File: src/rtl/pdb_pkg.sv
package pdb_pkg;
   localparam int REG_W     = 32;
   localparam int CODE_W    = 2;
   localparam int NUM_TMR   = (1 << CODE_W) - 1;
   localparam int SEL_HI_A  = 'h00;
   localparam int SEL_LO_A  = 'h04;
   localparam int PER_BASE  = 'h50;
   localparam int PER_STEP  = 4;

   typedef logic [CODE_W-1:0] pdb_code_t;

   // byte address of period register for timer index idx (0-based)
   function automatic int per_addr(input int idx);
      return PER_BASE + PER_STEP * idx;
   endfunction
endpackage

File: src/rtl/pdb_sync.sv
module pdb_sync #(
   parameter int W = 32
) (
   input  logic         clk,
   input  logic         rst_n,
   input  logic [W-1:0] d,
   output logic [W-1:0] q
);
   logic [W-1:0] meta_q;

   always_ff @(posedge clk or negedge rst_n) begin
      if (!rst_n) begin
         meta_q <= '0;
         q      <= '0;
      end else begin
         meta_q <= d;
         q      <= meta_q;
      end
   end
endmodule

File: src/rtl/pdb_regs.sv
module pdb_regs
   import pdb_pkg::*;
#(
   parameter int NUM_PINS = 32,
   parameter int PER_W    = 32,
   parameter int ADDR_W   = 8
) (
   input  logic                            clk,
   input  logic                            rst_n,
   input  logic                            wr_en,
   input  logic [ADDR_W-1:0]               addr,
   input  logic [REG_W-1:0]                wdata,
   output logic [REG_W-1:0]                rdata,
   output logic [NUM_PINS-1:0]             sel_hi,
   output logic [NUM_PINS-1:0]             sel_lo,
   output logic [NUM_TMR-1:0][PER_W-1:0]   periods
);
   localparam logic [ADDR_W-1:0] HI_A = ADDR_W'(SEL_HI_A);
   localparam logic [ADDR_W-1:0] LO_A = ADDR_W'(SEL_LO_A);

   logic [NUM_PINS-1:0]           sel_hi_q, sel_lo_q;
   logic [NUM_TMR-1:0][PER_W-1:0] per_q;
   logic [NUM_TMR-1:0]            per_hit;
   logic                          map_hit;

   always_ff @(posedge clk or negedge rst_n) begin
      if (!rst_n) begin
         sel_hi_q <= '0;
         sel_lo_q <= '0;
      end else if (wr_en) begin
         if (addr == HI_A) sel_hi_q <= wdata[NUM_PINS-1:0];
         if (addr == LO_A) sel_lo_q <= wdata[NUM_PINS-1:0];
      end
   end

   for (genvar t = 0; t < NUM_TMR; t++) begin : g_per
      assign per_hit[t] = (addr == ADDR_W'(per_addr(t)));
      always_ff @(posedge clk or negedge rst_n) begin
         if (!rst_n)                    per_q[t] <= '0;
         else if (wr_en && per_hit[t])  per_q[t] <= wdata[PER_W-1:0];
      end
   end

   assign map_hit = (addr == HI_A) || (addr == LO_A) || (|per_hit);

   always_comb begin
      rdata = '0;
      if (addr == HI_A) rdata[NUM_PINS-1:0] = sel_hi_q;
      if (addr == LO_A) rdata[NUM_PINS-1:0] = sel_lo_q;
      for (int t = 0; t < NUM_TMR; t++)
         if (per_hit[t]) rdata[PER_W-1:0] = per_q[t];
   end

   assign sel_hi  = sel_hi_q;
   assign sel_lo  = sel_lo_q;
   assign periods = per_q;


   unmapped_wr_chk: assert property (@(posedge clk) disable iff (!rst_n)
      (wr_en && !map_hit) |=> ($stable(sel_hi_q) && $stable(sel_lo_q) && $stable(per_q)));


   sel_hi_wr_chk: assert property (@(posedge clk) disable iff (!rst_n)
      (wr_en && addr == HI_A) |=> (sel_hi_q == $past(wdata[NUM_PINS-1:0]) && $stable(sel_lo_q)));
endmodule

File: src/rtl/pdb_filter.sv
module pdb_filter #(
   parameter int PER_W = 32
) (
   input  logic             clk,
   input  logic             rst_n,
   input  logic             s_in,
   input  logic             bypass,
   input  logic [PER_W-1:0] period,
   output logic             q_out
);
   logic             lvl_q;
   logic [PER_W-1:0] cnt_q;
   logic             done;

   // period 0 collapses to 1 because cnt+1 >= 0 always holds
   assign done = ({1'b0, cnt_q} + (PER_W+1)'(1)) >= {1'b0, period};

   always_ff @(posedge clk or negedge rst_n) begin
      if (!rst_n) begin
         lvl_q <= 1'b0;
         cnt_q <= '0;
      end else if (bypass || s_in == lvl_q) begin
         lvl_q <= s_in;
         cnt_q <= '0;
      end else if (done) begin
         lvl_q <= s_in;
         cnt_q <= '0;
      end else begin
         cnt_q <= cnt_q + PER_W'(1);
      end
   end

   assign q_out = bypass ? s_in : lvl_q;


   hold_level_chk: assert property (@(posedge clk) disable iff (!rst_n)
      (!bypass && s_in == lvl_q) |=> $stable(lvl_q));


   move_to_input_chk: assert property (@(posedge clk) disable iff (!rst_n)
      (lvl_q != $past(lvl_q)) |-> (lvl_q == $past(s_in)));
endmodule

File: src/rtl/shared_deglitch_bank.sv
module shared_deglitch_bank
   import pdb_pkg::*;
#(
   parameter int                NUM_PINS   = 32,
   parameter int                PER_W      = 32,
   parameter int                ADDR_W     = 8,
   parameter logic [NUM_PINS-1:0] INPUT_PINS = 32'h0FFF_FFFF
) (
   input  logic                clk,
   input  logic                rst_n,
   input  logic                cfg_wr,
   input  logic [ADDR_W-1:0]   cfg_addr,
   input  logic [31:0]         cfg_wdata,
   output logic [31:0]         cfg_rdata,
   input  logic [NUM_PINS-1:0] pin_raw,
   output logic [NUM_PINS-1:0] pin_clean
);
   if (NUM_PINS < 1 || NUM_PINS > REG_W) begin : g_bad_pins
      $error("NUM_PINS must be 1..32");
   end
   if (PER_W < 1 || PER_W > REG_W) begin : g_bad_per
      $error("PER_W must be 1..32");
   end
   if (ADDR_W < 7) begin : g_bad_addr
      $error("ADDR_W too small for register map");
   end

   logic [NUM_PINS-1:0]           sel_hi, sel_lo, pin_s;
   logic [NUM_TMR-1:0][PER_W-1:0] periods;

   pdb_regs #(.NUM_PINS(NUM_PINS), .PER_W(PER_W), .ADDR_W(ADDR_W)) u_regs (
      .clk(clk), .rst_n(rst_n), .wr_en(cfg_wr), .addr(cfg_addr),
      .wdata(cfg_wdata), .rdata(cfg_rdata),
      .sel_hi(sel_hi), .sel_lo(sel_lo), .periods(periods)
   );

   pdb_sync #(.W(NUM_PINS)) u_sync (
      .clk(clk), .rst_n(rst_n), .d(pin_raw), .q(pin_s)
   );

   for (genvar i = 0; i < NUM_PINS; i++) begin : g_pin
      if (INPUT_PINS[i]) begin : g_in
         pdb_code_t  code;
         logic [PER_W-1:0] per_sel;
         assign code = {sel_hi[i], sel_lo[i]};
         always_comb begin
            per_sel = '0;
            for (int t = 0; t < NUM_TMR; t++)
               if (code == pdb_code_t'(t + 1)) per_sel = periods[t];
         end
         pdb_filter #(.PER_W(PER_W)) u_flt (
            .clk(clk), .rst_n(rst_n), .s_in(pin_s[i]),
            .bypass(code == '0), .period(per_sel), .q_out(pin_clean[i])
         );
      end else begin : g_out_only
         assign pin_clean[i] = pin_s[i];
      end
   end
endmodule

File: config.mk
export PLATFORM = sky130hd
export DESIGN_NAME = shared_deglitch_bank
export DESIGN_NICKNAME = d
export VERILOG_FILES = /design/src/rtl/pdb_pkg.sv /design/src/rtl/pdb_sync.sv /design/src/rtl/pdb_regs.sv /design/src/rtl/pdb_filter.sv /design/src/rtl/shared_deglitch_bank.sv
export SDC_FILE = /design/constraint.sdc
export NUM_CORES = 2
export LEC_CHECK = 0
export BUFFER_PORTS_ARGS = -buffer_cell sky130_fd_sc_hd__buf_2
export CORE_AREA = 2 2 458 460
export DETAILED_ROUTE_END_ITERATION = 10
export DIE_AREA = 0 0 460 462
export PLACE_DENSITY = 0.57
export SYNTH_ARGS = -nofsm -noshare
export SYNTH_HDL_FRONTEND = slang
export SYNTH_SLANG_ARGS = --single-unit
File: constraint.sdc
create_clock -name clk -period 4.6 [get_ports clk]
set_clock_uncertainty 0.15 [all_clocks]
set_input_delay 0.46 -clock clk [delete_from_list [all_inputs] [get_ports clk]]
set_output_delay 0.46 -clock clk [all_outputs]
set_load 0.01 [all_outputs]
* Yosys cells after proc, flatten, opt, wreduce, memory -nomap -nowiden
Cells that the tools add are included.
** Storage, ports and cells
- Flip-flop bits (word level) :: 1148
- Input port bits :: 75
- Output and inout bits :: 64
- Logic and storage cells :: 582
** Operators by class
- Add/sub/neg operators :: 56
- Order comparisons :: 28
- Equal/unequal tests :: 116
- Mux-type cells :: 229
- Reductions and logical operators :: 90
** Operators with widths (count)
- $mux W32 :: 145
- $add A32 B1 Y33 const B :: 28
- $ge A33 B32 Y1 :: 28
- $add A32 B1 Y32 const B :: 28
- $eq A2 B2 Y1 const B :: 56
- $mux W1 :: 84
- $eq A2 B1 Y1 const B :: 28
- $logic_not A2 Y1 :: 28
- $reduce_bool A2 Y1 :: 28
- $eq A1 B1 Y1 :: 28
- $logic_or A1 B1 Y1 :: 28
- $eq A8 B7 Y1 const B :: 3
- $eq A8 B3 Y1 const B :: 1
- $logic_not A8 Y1 :: 1
- $reduce_and A2 Y1 :: 2
- $logic_and A1 B1 Y1 :: 3

* Longest topological paths before layout
- Depth after elaboration :: 7
- Mapped depth :: 16
- Depth with buffers taken out :: 15

* Modules after synthesis
A second synthesis with hierarchy kept.
** Unflattened totals
- Cell total of the unflattened synthesis :: 10589
- Area, all modules :: 105597.5 um^2
** Modules (own cells, without submodules)
- pdb_filter :: instances 28, cells each 268, area an instance 2497.4 um^2, sequential area each 825.8 um^2
- shared_deglitch_bank :: instances 1, cells each 2472, area an instance 26676.8 um^2, sequential area each 0.0 um^2
- pdb_regs :: instances 1, cells each 549, area an instance 7392.1 um^2, sequential area each 4003.8 um^2
- pdb_sync :: instances 1, cells each 64, area an instance 1601.5 um^2, sequential area each 1601.5 um^2

* Least setup slack after synthesis
No wires, ideal clock.
- Path kind :: flip-flop to flip-flop
- From :: register g_pin[21].g_in.u_flt.cnt_q[8]
- To :: register g_pin[21].g_in.u_flt.lvl_q
- Data arrival time :: 3645 ps
- Slack :: 680 ps
- Cell stages (with the launch flop) :: 16
- Period minus slack after synthesis :: 3920 ps
- Cells stage by stage :: dfrtp_1 and4_1 nand3_1 nor3_1 and2_0 clkbuf_1 nand3_1 xnor2_1 ha_1 nand4_1 or4_1 or3_1 o22ai_1 a21oi_1 nand2_1 mux2_2
** Between the ends
- Longest elaborated chain between the ends :: 3
** Ends and longest elaborated chain
- start, declared :: RTL line pdb_filter.sv:12 : logic [PER_W-1:0] cnt_q;
- start signal, assigned :: RTL line pdb_filter.sv:29 : cnt_q <= cnt_q + PER_W'(1);
- $add A32 B1 Y33 :: RTL line pdb_filter.sv:16 : assign done = ({1'b0, cnt_q} + (PER_W+1)'(1)) >= {1'b0, period};
- $ge A33 B32 Y1 :: RTL line pdb_filter.sv:16
- $reduce_bool A2 Y1 (no source line)
- end signal, assigned :: RTL line pdb_filter.sv:23 : lvl_q <= s_in;
- end signal, assigned :: RTL line pdb_filter.sv:26 : lvl_q <= s_in;
- end, declared :: RTL line pdb_filter.sv:11 : logic lvl_q;
Every way passes these cells.
A chain may end at the register's enable or synchronous reset.

* Final worst setup path
- From :: register u_regs.sel_hi_q[9] (netlist: u_regs.sel_hi[9])
- To :: register g_pin[9].g_in.u_flt.cnt_q[3]
** Between the ends
- Longest elaborated chain between the ends :: 7
** Ends and longest elaborated chain
- start, declared :: RTL line pdb_regs.sv:21 : logic [NUM_PINS-1:0] sel_hi_q, sel_lo_q;
- start signal, assigned :: RTL line pdb_regs.sv:31 : if (addr == HI_A) sel_hi_q <= wdata[NUM_PINS-1:0];
- $eq A2 B1 Y1 :: RTL line shared_deglitch_bank.sv:49 : if (code == pdb_code_t'(t + 1)) per_sel = periods[t];
- $mux W32 (3 in series) :: RTL line shared_deglitch_bank.sv:49
- $ge A33 B32 Y1 :: RTL line pdb_filter.sv:16
- $mux W32 :: RTL line pdb_filter.sv:25 : end else if (done) begin
- $mux W32 * :: RTL line pdb_filter.sv:22 : end else if (bypass || s_in == lvl_q) begin
- end signal, assigned :: RTL line pdb_filter.sv:29
- end, declared :: RTL line pdb_filter.sv:12
Mark *: on every way between the ends. The rest lies on a longest branch, timed or not.

==> impl_metrics.json <==
{
  "cts_tree": "built",
  "whs_ns": 0.02904,
  "synth.area.top_cells": "dfrtp_1 (31%), mux2_2 (13%), ha_1 (12%)",
  "ys_ff_latch": 1148,
  "ys.flop_type": "dfrtp_1",
  "post-route-period-util": 0.9554,
  "grt_pass1_wl_um": 554300,
  "wl_um": 386500,
  "vias": 83100,
  "synth_nets": 10720,
  "vdd_drop_max_uv": 423.7,
  "synthesis.area_mm2": 0.09313,
  "slowest_stage": "a22oi_1",
  "wl_per_cell_um": 30.42,
  "cts_buffer_depth": 3,
  "start_util": 0.4475,
  "post-synth-top-count-cell": "dfrtp_1",
  "die_area_mm2": 0.2125,
  "area_delta_synth_final_pct": 12.82,
  "crit_path_start_kind": "flip-flop",
  "tightest_slew_ns": 1.197,
  "via_per_inst": 6.541,
  "finalHoldViolCount": 0,
  "criticalPathCategory": "flip-flop to flip-flop",
  "dp_slack_ns": -0.04560,
  "crit_chain": "buf_4 > mux2_2 > a22oi_1 > ha_1 > nand4_1 > nor4_1 > a221oi_1 > o2111ai_1 > a221oi_1 > o21ai_2 > buf_4 > nor2b_1",
  "coreArea_mm2": 0.2081,
  "hp-class": "input port to flip-flop",
  "syn_inst": 9722,
  "synthArstFlopShare": 1.000,
  "max_freq_mhz": 227.5,
  "cap_violations": 0,
  "critical_path_arrival_ns": 4.95,
  "power.leakage_nw": 49.01,
  "finalNetCount": 10800,
  "synth_common_cells": "dfrtp_1 (1,148), mux2_2 (1,110), ha_1 (924)",
  "grt_max_degree": 98,
  "synth_top_cell_by_area": "dfrtp_1",
  "htreeDepth": 4,
  "postPlaceCellArea_mm2": 0.09891,
  "synth_edf_count": 0,
  "post_route_cells_drive_above_1_share": 0.2248,
  "top_level_ports": 139,
  "port_buffers": 138,
  "std_cell_rows": 168,
  "clk_pin_slew_worst_paths_ns": 0.06,
  "crit_fanout": 22,
  "dpl.hpwl_um": 265300,
  "ys_warn_count": 0,
  "cp_num_buf_inv": 2,
  "period_minus_slack_ns": 4.395,
  "fin_util": 0.5049,
  "fin_ws_ns": 0.2051,
  "grt_usage": 0.3544,
  "setup_viol": 0,
  "crit_family": "compound AO/OA/AOI/OAI gates",
  "endpoint_kind": "flip-flop",
  "cts_buffers": 148,
  "ant_nets": 0,
  "overflow": 0,
  "crit_required_ns": 5.15,
  "power_density_mw_per_mm2": 256.7,
  "clock-sinks": 1148,
  "yosysSeqAreaShare": 0.3085,
  "routabilityCongestion": 0.9764,
  "slowest_delay_ns": 0.59,
  "cts-root-buf": "clkbuf_16",
  "drt_iter0_drc": 9674,
  "avgSynthCellArea_um2": 9.580,
  "outcome": "finished clean",
  "drtPass1Iterations": 8,
  "drc_errors": 0,
  "place_inst": 12300,
  "fin_cells": 12710,
  "synth_cell_types": 91,
  "clkLatencyLatePin_ns": 0.85,
  "fill_cells": 19250,
  "fin_area_mm2": 0.1051,
  "slew_violations": 0,
  "antenna_found_initial": 50,
  "yosys.area.top_type_share": 0.3085,
  "die_w_um": 460,
  "grt_pass1_vias": 80320,
  "dieHeight_um": 462,
  "slew_headroom": 0.2020
}
-- power by group --
part,total (W),switching [W],internal (W)
logic,0.00352,0.00234,0.00118
registers,0.0107,0.000492,0.0102
clock network,0.0128,0.00508,0.00767
-- layer usage --
metal	GRT usage	up-vias	wire length [µm]	part of all wire
met5	0.002036	-	66	0.00017
met4	0.2344	10	28640	0.074
met3	0.09375	1398	39930	0.10
met2	0.5329	4639	166700	0.43
met1	0.4470	40950	151200	0.39
li1	-	36100	-	-
-- through the flow --
| stage | setup TNS (ns) | power, W |
|---|---|---|
| 2_1_floorplan | 0 | 0.01229 |
| 3_3_place_gp | -0.4136 | 0.01413 |
| 3_5_place_dp | -0.3231 | 0.01416 |
| 4_1_cts | 0 | 0.02695 |
| 5_1_grt | -0.001509 | 0.02762 |
| 6_report | 0 | 0.02698 |
-- layout by cell type (no fill, tap or decap), types with 49 or more instances in the layout --
cell	Yosys	final
a21o_1	183	183
a21oi_1	279	279
a22oi_1	873	873
and3_1	581	581
and4_1	110	109
buf_12	0	52
buf_2	40	137
buf_4	28	491
clkbuf_16	0	153
dfrtp_1	1148	1052
dfrtp_2	0	96
diode_2	0	58
dlygate4sd3_1	0	65
ha_1	924	924
inv_1	102	102
mux2_2	1110	1110
mux2i_1	63	63
nand2_1	504	504
nand3_1	407	406
nand4_1	301	301
nor2_1	329	327
nor2b_1	498	470
nor3_1	88	86
nor4_1	50	49
o21ai_0	107	107
xnor2_1	591	591
xor2_1	275	275
-- state kept, by name, summed over array words and instances, names as in the netlist --
| name | count |
|---|---|
| g_pin.g_in.u_flt.lvl_q | 28 |
| u_regs.periods | 96 |
| g_pin.g_in.u_flt.cnt_q | 896 |
| u_regs.sel_lo | 32 |
| u_sync.q | 32 |
| u_sync.meta_q | 32 |
| u_regs.sel_hi | 32 |
-- path summary, 6_finish.rpt --
path | startpoint | end | slack (ns) | depth (start not counted)
min | cfg_wr | u_regs.sel_hi[29]$_DFFE_PN0P_ | 0.03 | 4
max | u_regs.sel_hi[9]$_DFFE_PN0P_ | g_pin[9].g_in.u_flt.cnt_q[3]$_DFF_PN0_ | 0.21 | 12
min reg2reg | u_sync.meta_q[15]$_DFF_PN0_ | u_sync.q[15]$_DFF_PN0_ | 0.20 | 0
min in group asynchronous | rst_n | u_sync.q[2]$_DFF_PN0_ | 0.10 | 2
max in group asynchronous | rst_n | g_pin[17].g_in.u_flt.cnt_q[28]$_DFF_PN0_ | 2.96 | 3
max reg2reg | u_regs.sel_hi[9]$_DFFE_PN0P_ | g_pin[9].g_in.u_flt.cnt_q[3]$_DFF_PN0_ | 0.21 | 12
-- layout make-up --
| type | count | area, µm² | share of cell area |
|---|---|---|---|
| Antenna cell | 58 | 145.1 | 0.001381 |
| Timing Repair Buffer | 745 | 6063 | 0.05771 |
| Inverter | 103 | 386.6 | 0.003680 |
| Tap cell | 2720 | 3403 | 0.03239 |
| Sequential cell | 1148 | 28850 | 0.2746 |
| Clock buffer | 209 | 4349 | 0.04139 |
| Multi-Input combinational cell | 7659 | 60980 | 0.5804 |
| Clock inverter | 63 | 897.1 | 0.008538 |
-- logic make-up after synthesis --
logic type	count (synthesis)	synth area share
muxes	1175	0.1412
adders and majority gates	924	0.1241
DFF	1148	0.3085
AOI/OAI and AO/OA	1690	0.1279
buffers and inverters	917	0.03887
and+or+nand+nor	3000	0.1776
xor gates and xnor gates	868	0.08179
-- what timing repair did --
action | 4_1_cts | 5_1_grt
endpoints found under the setup margin | 13 | 73
hold buffers | 65 | 0
endpoints found under the hold margin | 258 | 0
pin swaps | 0 | 3
resized for setup | 1 | 7
cloned | 0 | 2
buffers inserted | 0 | 6
-- tightest hold or removal path, delay by kind of cell --
family,cells,cell delay [ns]
buffers and inverters,1,0.14
muxes,1,0.21
and+or+nand+nor,2,0.17
Power figures use the tool's default switching activity.
